$ cat src/rtl/ccmp_pkg.sv
package ccmp_pkg;

    parameter int CNT_W  = 32;
    parameter int PRE_W  = 15;
    parameter int LOW_W  = CNT_W - PRE_W;
    parameter int MASK_W = $clog2(CNT_W);

    typedef enum logic [1:0] {
        CH_OFF     = 2'd0,
        CH_CAPTURE = 2'd1,
        CH_COMPARE = 2'd2,
        CH_SPARE   = 2'd3
    } ch_mode_e;

    typedef enum logic [1:0] {
        ACT_PULSE  = 2'd0,
        ACT_TOGGLE = 2'd1,
        ACT_CLEAR  = 2'd2,
        ACT_SET    = 2'd3
    } ch_act_e;

    typedef enum logic [1:0] {
        EDG_RISE  = 2'd0,
        EDG_FALL  = 2'd1,
        EDG_BOTH  = 2'd2,
        EDG_LEVEL = 2'd3
    } ch_edge_e;

    typedef enum logic {
        BASE_MAIN   = 1'b0,
        BASE_JOINED = 1'b1
    } ch_base_e;

    // Field positions are decoded from the write port: mask at the top, mode at bit 0.
    typedef struct packed {
        logic [MASK_W-1:0] mask;
        ch_base_e          base;
        ch_edge_e          edg;
        ch_act_e           act;
        ch_mode_e          mode;
    } ch_cfg_t;

    localparam int CFG_W = $bits(ch_cfg_t);

    localparam ch_cfg_t CFG_RST = '{
        mask: '0,
        base: BASE_MAIN,
        edg:  EDG_RISE,
        act:  ACT_PULSE,
        mode: CH_OFF
    };

    function automatic logic [CNT_W-1:0] keep_bits(input logic [MASK_W-1:0] m);
        return {CNT_W{1'b1}} >> m;
    endfunction

    function automatic logic edge_hit(input ch_edge_e e, input logic cur, input logic prev);
        logic r;
        unique case (e)
            EDG_RISE:  r = cur & ~prev;
            EDG_FALL:  r = ~cur & prev;
            EDG_BOTH:  r = cur ^ prev;
            default:   r = cur;
        endcase
        return r;
    endfunction

endpackage

$ cat src/rtl/ccmp_sync.sv
module ccmp_sync #(
    parameter int STAGES = 2
) (
    input  logic clk,
    input  logic rst,
    input  logic d,
    output logic level,
    output logic level_prev
);
    logic [STAGES:0] sh;

    always_ff @(posedge clk) begin
        if (rst) sh <= '0;
        else     sh <= {sh[STAGES-1:0], d};
    end

    assign level      = sh[STAGES-1];
    assign level_prev = sh[STAGES];
endmodule

$ cat src/rtl/ccmp_match.sv
module ccmp_match
    import ccmp_pkg::*;
(
    input  logic              clk,
    input  logic              rst,
    input  logic [CNT_W-1:0]  view_main,
    input  logic [CNT_W-1:0]  view_joined,
    input  ch_base_e          base,
    input  logic [MASK_W-1:0] mask,
    input  logic [CNT_W-1:0]  target,
    output logic              hit
);
    logic [CNT_W-1:0] sel;
    logic             eq;
    logic             eq_q;

    always_comb begin
        sel = (base == BASE_JOINED) ? view_joined : view_main;
        eq  = ((sel ^ target) & keep_bits(mask)) == '0;
    end

    always_ff @(posedge clk) begin
        if (rst) eq_q <= 1'b0;
        else     eq_q <= eq;
    end

    assign hit = eq & ~eq_q;
endmodule

$ cat src/rtl/ccmp_channel.sv
module ccmp_channel
    import ccmp_pkg::*;
(
    input  logic             clk,
    input  logic             rst,
    input  logic [CNT_W-1:0] cnt,
    input  logic [CNT_W-1:0] joined,
    input  logic             lvl,
    input  logic             lvl_prev,
    input  logic             cfg_we,
    input  logic             val_we,
    input  logic [CNT_W-1:0] wdata,
    input  logic             clr,
    output ch_cfg_t          cfg_o,
    output logic [CNT_W-1:0] val_o,
    output logic             out_o,
    output logic             flag_o
);
    ch_cfg_t          cfg_q;
    logic [CNT_W-1:0] val_q;
    logic             out_q;
    logic             flag_q;
    logic             hit;
    logic             capture;
    logic             match;

    ccmp_match u_match (
        .clk        (clk),
        .rst        (rst),
        .view_main  (cnt),
        .view_joined(joined),
        .base       (cfg_q.base),
        .mask       (cfg_q.mask),
        .target     (val_q),
        .hit        (hit)
    );

    assign capture = (cfg_q.mode == CH_CAPTURE) && edge_hit(cfg_q.edg, lvl, lvl_prev);
    assign match   = (cfg_q.mode == CH_COMPARE) && hit;

    always_ff @(posedge clk) begin
        if (rst) begin
            cfg_q <= CFG_RST;
        end else if (cfg_we) begin
            cfg_q <= ch_cfg_t'(wdata[CFG_W-1:0]);
        end
    end

    always_ff @(posedge clk) begin
        if (rst)          val_q <= '0;
        else if (val_we)  val_q <= wdata;
        else if (capture) val_q <= cnt;
    end

    always_ff @(posedge clk) begin
        if (rst) begin
            out_q <= 1'b0;
        end else if (cfg_q.mode == CH_COMPARE) begin
            unique case (cfg_q.act)
                ACT_PULSE:  out_q <= match;
                ACT_TOGGLE: out_q <= out_q ^ match;
                ACT_CLEAR:  out_q <= out_q & ~match;
                default:    out_q <= out_q | match;
            endcase
        end
    end

    always_ff @(posedge clk) begin
        if (rst)                    flag_q <= 1'b0;
        else if (capture || match)  flag_q <= 1'b1;
        else if (clr)               flag_q <= 1'b0;
    end

    assign cfg_o  = cfg_q;
    assign val_o  = val_q;
    assign out_o  = out_q;
    assign flag_o = flag_q;
endmodule

$ cat src/rtl/ccmp_timer.sv
module ccmp_timer
    import ccmp_pkg::*;
#(
    parameter int NUM_CH = 3,
    parameter int SYNC_N = 2,
    localparam int IDX_W = (NUM_CH > 1) ? $clog2(NUM_CH + 1) : 1
) (
    input  logic                    clk,
    input  logic                    rst,
    input  logic [CNT_W-1:0]        cnt,
    input  logic [PRE_W-1:0]        precnt,
    input  logic                    evt_in,
    input  logic                    wr_en,
    input  logic                    wr_cfg,
    input  logic [IDX_W-1:0]        wr_idx,
    input  logic [CNT_W-1:0]        wr_data,
    input  logic [NUM_CH-1:0]       flag_clr,
    output logic [NUM_CH*CNT_W-1:0] ccv,
    output logic [NUM_CH-1:0]       cc_out,
    output logic [NUM_CH-1:0]       flag
);
    logic             lvl;
    logic             lvl_prev;
    logic [CNT_W-1:0] joined;
    logic [NUM_CH-1:0] is_cap;
    logic [NUM_CH-1:0] is_pulse;

    assign joined = {cnt[LOW_W-1:0], precnt};

    ccmp_sync #(.STAGES(SYNC_N)) u_sync (
        .clk       (clk),
        .rst       (rst),
        .d         (evt_in),
        .level     (lvl),
        .level_prev(lvl_prev)
    );

    for (genvar i = 0; i < NUM_CH; i++) begin : g_ch
        ch_cfg_t cfg;
        logic    sel;

        assign sel = wr_en && (wr_idx == IDX_W'(i));

        ccmp_channel u_ch (
            .clk     (clk),
            .rst     (rst),
            .cnt     (cnt),
            .joined  (joined),
            .lvl     (lvl),
            .lvl_prev(lvl_prev),
            .cfg_we  (sel & wr_cfg),
            .val_we  (sel & ~wr_cfg),
            .wdata   (wr_data),
            .clr     (flag_clr[i]),
            .cfg_o   (cfg),
            .val_o   (ccv[i*CNT_W +: CNT_W]),
            .out_o   (cc_out[i]),
            .flag_o  (flag[i])
        );

        assign is_cap[i]   = (cfg.mode == CH_CAPTURE);
        assign is_pulse[i] = (cfg.mode == CH_COMPARE) && (cfg.act == ACT_PULSE);
    end
endmodule

$ cat config.mk
export PLATFORM = sky130hd
export DESIGN_NAME = ccmp_timer
export DESIGN_NICKNAME = d
export VERILOG_FILES = /design/src/rtl/ccmp_pkg.sv /design/src/rtl/ccmp_sync.sv /design/src/rtl/ccmp_match.sv /design/src/rtl/ccmp_channel.sv /design/src/rtl/ccmp_timer.sv
export SDC_FILE = /design/constraint.sdc
export NUM_CORES = 1
export LEC_CHECK = 0
export BUFFER_PORTS_ARGS = -buffer_cell sky130_fd_sc_hd__buf_2
export CAP_MARGIN = 20
export CORE_MARGIN = 2
export CORE_UTILIZATION = 51
export CTS_CLUSTER_SIZE = 40
export DETAILED_ROUTE_END_ITERATION = 16
export GPL_ROUTABILITY_DRIVEN = 0
export PLACE_DENSITY = 0.74
export SLEW_MARGIN = 10
export SYNTH_ARGS = -nofsm -noshare
export SYNTH_HDL_FRONTEND = slang
export SYNTH_HIERARCHICAL = 1
export SYNTH_SLANG_ARGS = --single-unit
$ cat constraint.sdc
create_clock -name clk -period 6.5 [get_ports clk]
set_input_delay 1.3 -clock clk [delete_from_list [all_inputs] [get_ports clk]]
set_output_delay 1.3 -clock clk [all_outputs]
set_load 0.01 [all_outputs]
==> metrics <==
most used flip-flop cell after synthesis=dfxtp_1; Power Density=218.4 nW/um^2; Setup crit end kind=register; Synth async-reset ratio=0%; Fillers=1594; share of layout cells above drive strength 1=20.70%; clk_lat worst skew=0.44 ns; Synth Area in Adders=1.577%; Reg2Reg Setup Slack=2.46 ns; post-route DRC violation count=0; post-CTS setup buffers=0; Post-DRT Antenna Nets=0; Pre-antenna DRT Iters=5; Final Max Slew Viols=0; reg-to-reg endpoint=g_ch[2].u_ch/out_o; global-route wire length before repair=51250 um; Levels on crit path=13; Slew @ Worst Pin=1.056 ns; r2r startpoint=g_ch[2].u_ch/cfg_o[6]; status=finished, final reports clean; Unique masters post-synth=40; crit path max-delay cell type=nor3_1; CTS resizes=0; Critical Path End=g_ch[0].u_ch/out_o; most frequent cells in the layout=mux2i_1 (231), buf_2 (190), dfxtp_1 (141), a21oi_1 (132), o31ai_1 (96); Layout Skew=0.007453 ns; Die Ht=140.6 um; DP HPWL=24340 um; grt total ovfl=0; synthesized area per cell=9.014 sq um; crit-path max FO=9; CTS root buffer=clkbuf_16; Final setup viols=0; antenna violations before repair=1; startpoint types=primary input; register area share after synthesis=30.28%; Final #Nets=1297; Cell Rows=49; drt total wl=34520 um; Leak=4.316 nW; required time worst endpoint=6.80 ns; drt first-iter violations=1011; Syn Nets=1157; number of synthesized flops with an enable pin=0; Synth Cell Area=9519 sq um; largest net degree at the start of global routing=66; Setup TNS=0 ns; yosys warns=6; maximum capacitance violations=0; RSZ-0062 raised after global routing=no; num ports=191; Overall Power=2.432 mW; Via density=6.471; Max transition margin=29.63%; multiplexer share of the synthesized area=25.00%; starting density of the core=52.45%; crit path cell chain=buf_2 > mux2i_1 > xnor2_1 > a22oi_1 > nand3_1 > o41ai_2 > o2111ai_1 > nor3_1 > nand2_1 > ha_1 > mux4_2 > a21oi_1 > nor2_1; GR Util All Layers=33.91%; final hold vios=0; WL/cell=24.00 um; CTS Buffer Depth=2; main combinational cell family by area after synthesis=multiplexers; clock tree from TritonCTS=done; hold buffer count at CTS=0; Post-Synth Simple-Gate Area=7.926%; delay-heaviest family, CP=compound AO/OA/AOI/OAI gates; final core utilization=61.35%; Gate Count Post-Synth=1056; most common cell after layout, fill and taps aside=mux2i_1; H-Tree Depth=4; Post-Synth XOR/XNOR Area=8.833%; DIE WIDTH=140.6 um; R2R depth=12; vias post-DR=9306; Critical Path AT=4.36 ns; post-synthesis compound-gate area fraction=21.02%; Crit. Startpoint=cnt[7]; CP bufs+invs=1; die area=19770 sq um; CP Class=in -> reg; Clock transition at path regs=0.06 ns; fmax=246.2 MHz; clock tree sinks=144; core area=18150 sq um; Min-Delay Path Class=reg -> reg; TritonCTS Buffers=17; CP peak stage delay=0.46 ns; fin crit period=4.062 ns; worst vdd ir=0.0001840 V; area delta synth->final=16.96%; #FFs+latches synth=144; PortBufs=190; period utilization=62.49%; vias in the first global route=8690
[final cells by class]
type / count / area (sq um) / area share, %
inverters: 27 / 101.3 / 0.9103
clock inverters: 9 / 155.1 / 1.394
repair buffers: 199 / 1041 / 9.350
multi-input cells: 807 / 6176 / 55.47
well taps: 229 / 286.5 / 2.574
flip-flops and latches: 144 / 2887 / 25.93
diodes: 1 / 2.502 / 0.02248
clock buffers: 22 / 484.2 / 4.349
[worst min-delay path by stage]
stage                      start      endpoint  slack [ns]  cells past startpoint
finish              u_sync/sh[0]  u_sync/sh[1]        0.44                      1
global placement    u_sync/sh[0]  u_sync/sh[1]        0.42                      1
global route        u_sync/sh[0]  u_sync/sh[1]        0.45                      1
CTS                 u_sync/sh[0]  u_sync/sh[1]        0.44                      1
detailed placement  u_sync/sh[0]  u_sync/sh[1]        0.43                      1
floorplan           u_sync/sh[0]  u_sync/sh[1]        0.41                      1
[kinds of logic after synthesis]
logic type / count (synthesis)
AO/OA/AOI/OAI: 315
XOR/XNOR: 96
adder cells (fa/ha/maj): 12
buffers and inverters: 105
flip-flops: 144
multiplexers: 234
AND/OR/NAND/NOR: 150
[Yosys cell counts (9+ instances only)]
master | count | share of area (%)
a211oi_1 | 15 | 1.2
a21oi_1 | 132 | 6.9
a22oi_1 | 9 | 0.71
a31oi_1 | 12 | 0.79
buf_2 | 21 | 1.1
buf_4 | 12 | 0.95
clkbuf_1 | 36 | 1.4
dfxtp_1 | 144 | 30
ha_1 | 12 | 1.6
inv_1 | 27 | 1.1
mux2i_1 | 231 | 24
nand2_1 | 18 | 0.71
nand3_1 | 9 | 0.47
nor2_1 | 66 | 2.6
nor2b_1 | 12 | 0.79
nor3_1 | 9 | 0.47
o21ai_0 | 30 | 1.6
o31ai_1 | 96 | 7.6
xnor2_1 | 81 | 7.5
xor2_1 | 15 | 1.4
[stage by stage]
| stage | std cells | setup WS, ns | instance area (sq um) | hold slack [ns] |
|---|---|---|---|---|
| 3_3_place_gp | 1403 | 2.147 | 10450 | 0.4203 |
| 5_1_grt | 1438 | 2.176 | 11130 | 0.4533 |
| 6_report | 1438 | 2.438 | 11130 | 0.4412 |
| 3_5_place_dp | 1403 | 2.086 | 10450 | 0.4280 |
| 4_1_cts | 1434 | 2.524 | 11090 | 0.4384 |
| 2_1_floorplan | 1056 | 2.792 | 9519 | 0.4138 |
[worst reg2reg max path, cell delays in order (launching register included)]
cell       delay [ns]
dfxtp_2          0.98
mux2i_1          0.36
xnor2_1          0.17
nor4_1           0.19
nand2_1          0.12
o41ai_2          0.32
o2111ai_1        0.19
nor3_1           0.46
nand2_1          0.16
ha_1             0.30
mux4_2           0.45
a21oi_1          0.15
nor2_1           0.04
[power breakdown]
group          internal, mW  switching (mW)  total (mW)  leakage, nW
sequential            0.912          0.0447       0.956         1.17
clock                 0.681           0.395        1.08        0.312
combinational         0.158           0.242       0.400         2.83
[state kept, by name (all words and copies together), names as in the netlist]
signal	cells
g_ch.u_ch/val_o	96
g_ch.u_ch/flag_o	3
g_ch.u_ch/out_o	3
u_sync/sh	3
g_ch.u_ch/cfg_o	36
g_ch.u_ch/u_match/eq_q	3
[routing by layer]
layer | vias to the layer above | wire [um] | track usage (%)
met1 | 4379 | 13410 | 45.03
li1 | 4185 | - | -
met3 | 128 | 4259 | 8.832
met2 | 614 | 15040 | 50.76
met4 | 0 | 1805 | 17.68
met5 | - | 0 | 0
No activity file was read; power rests on OpenSTA's default activity.
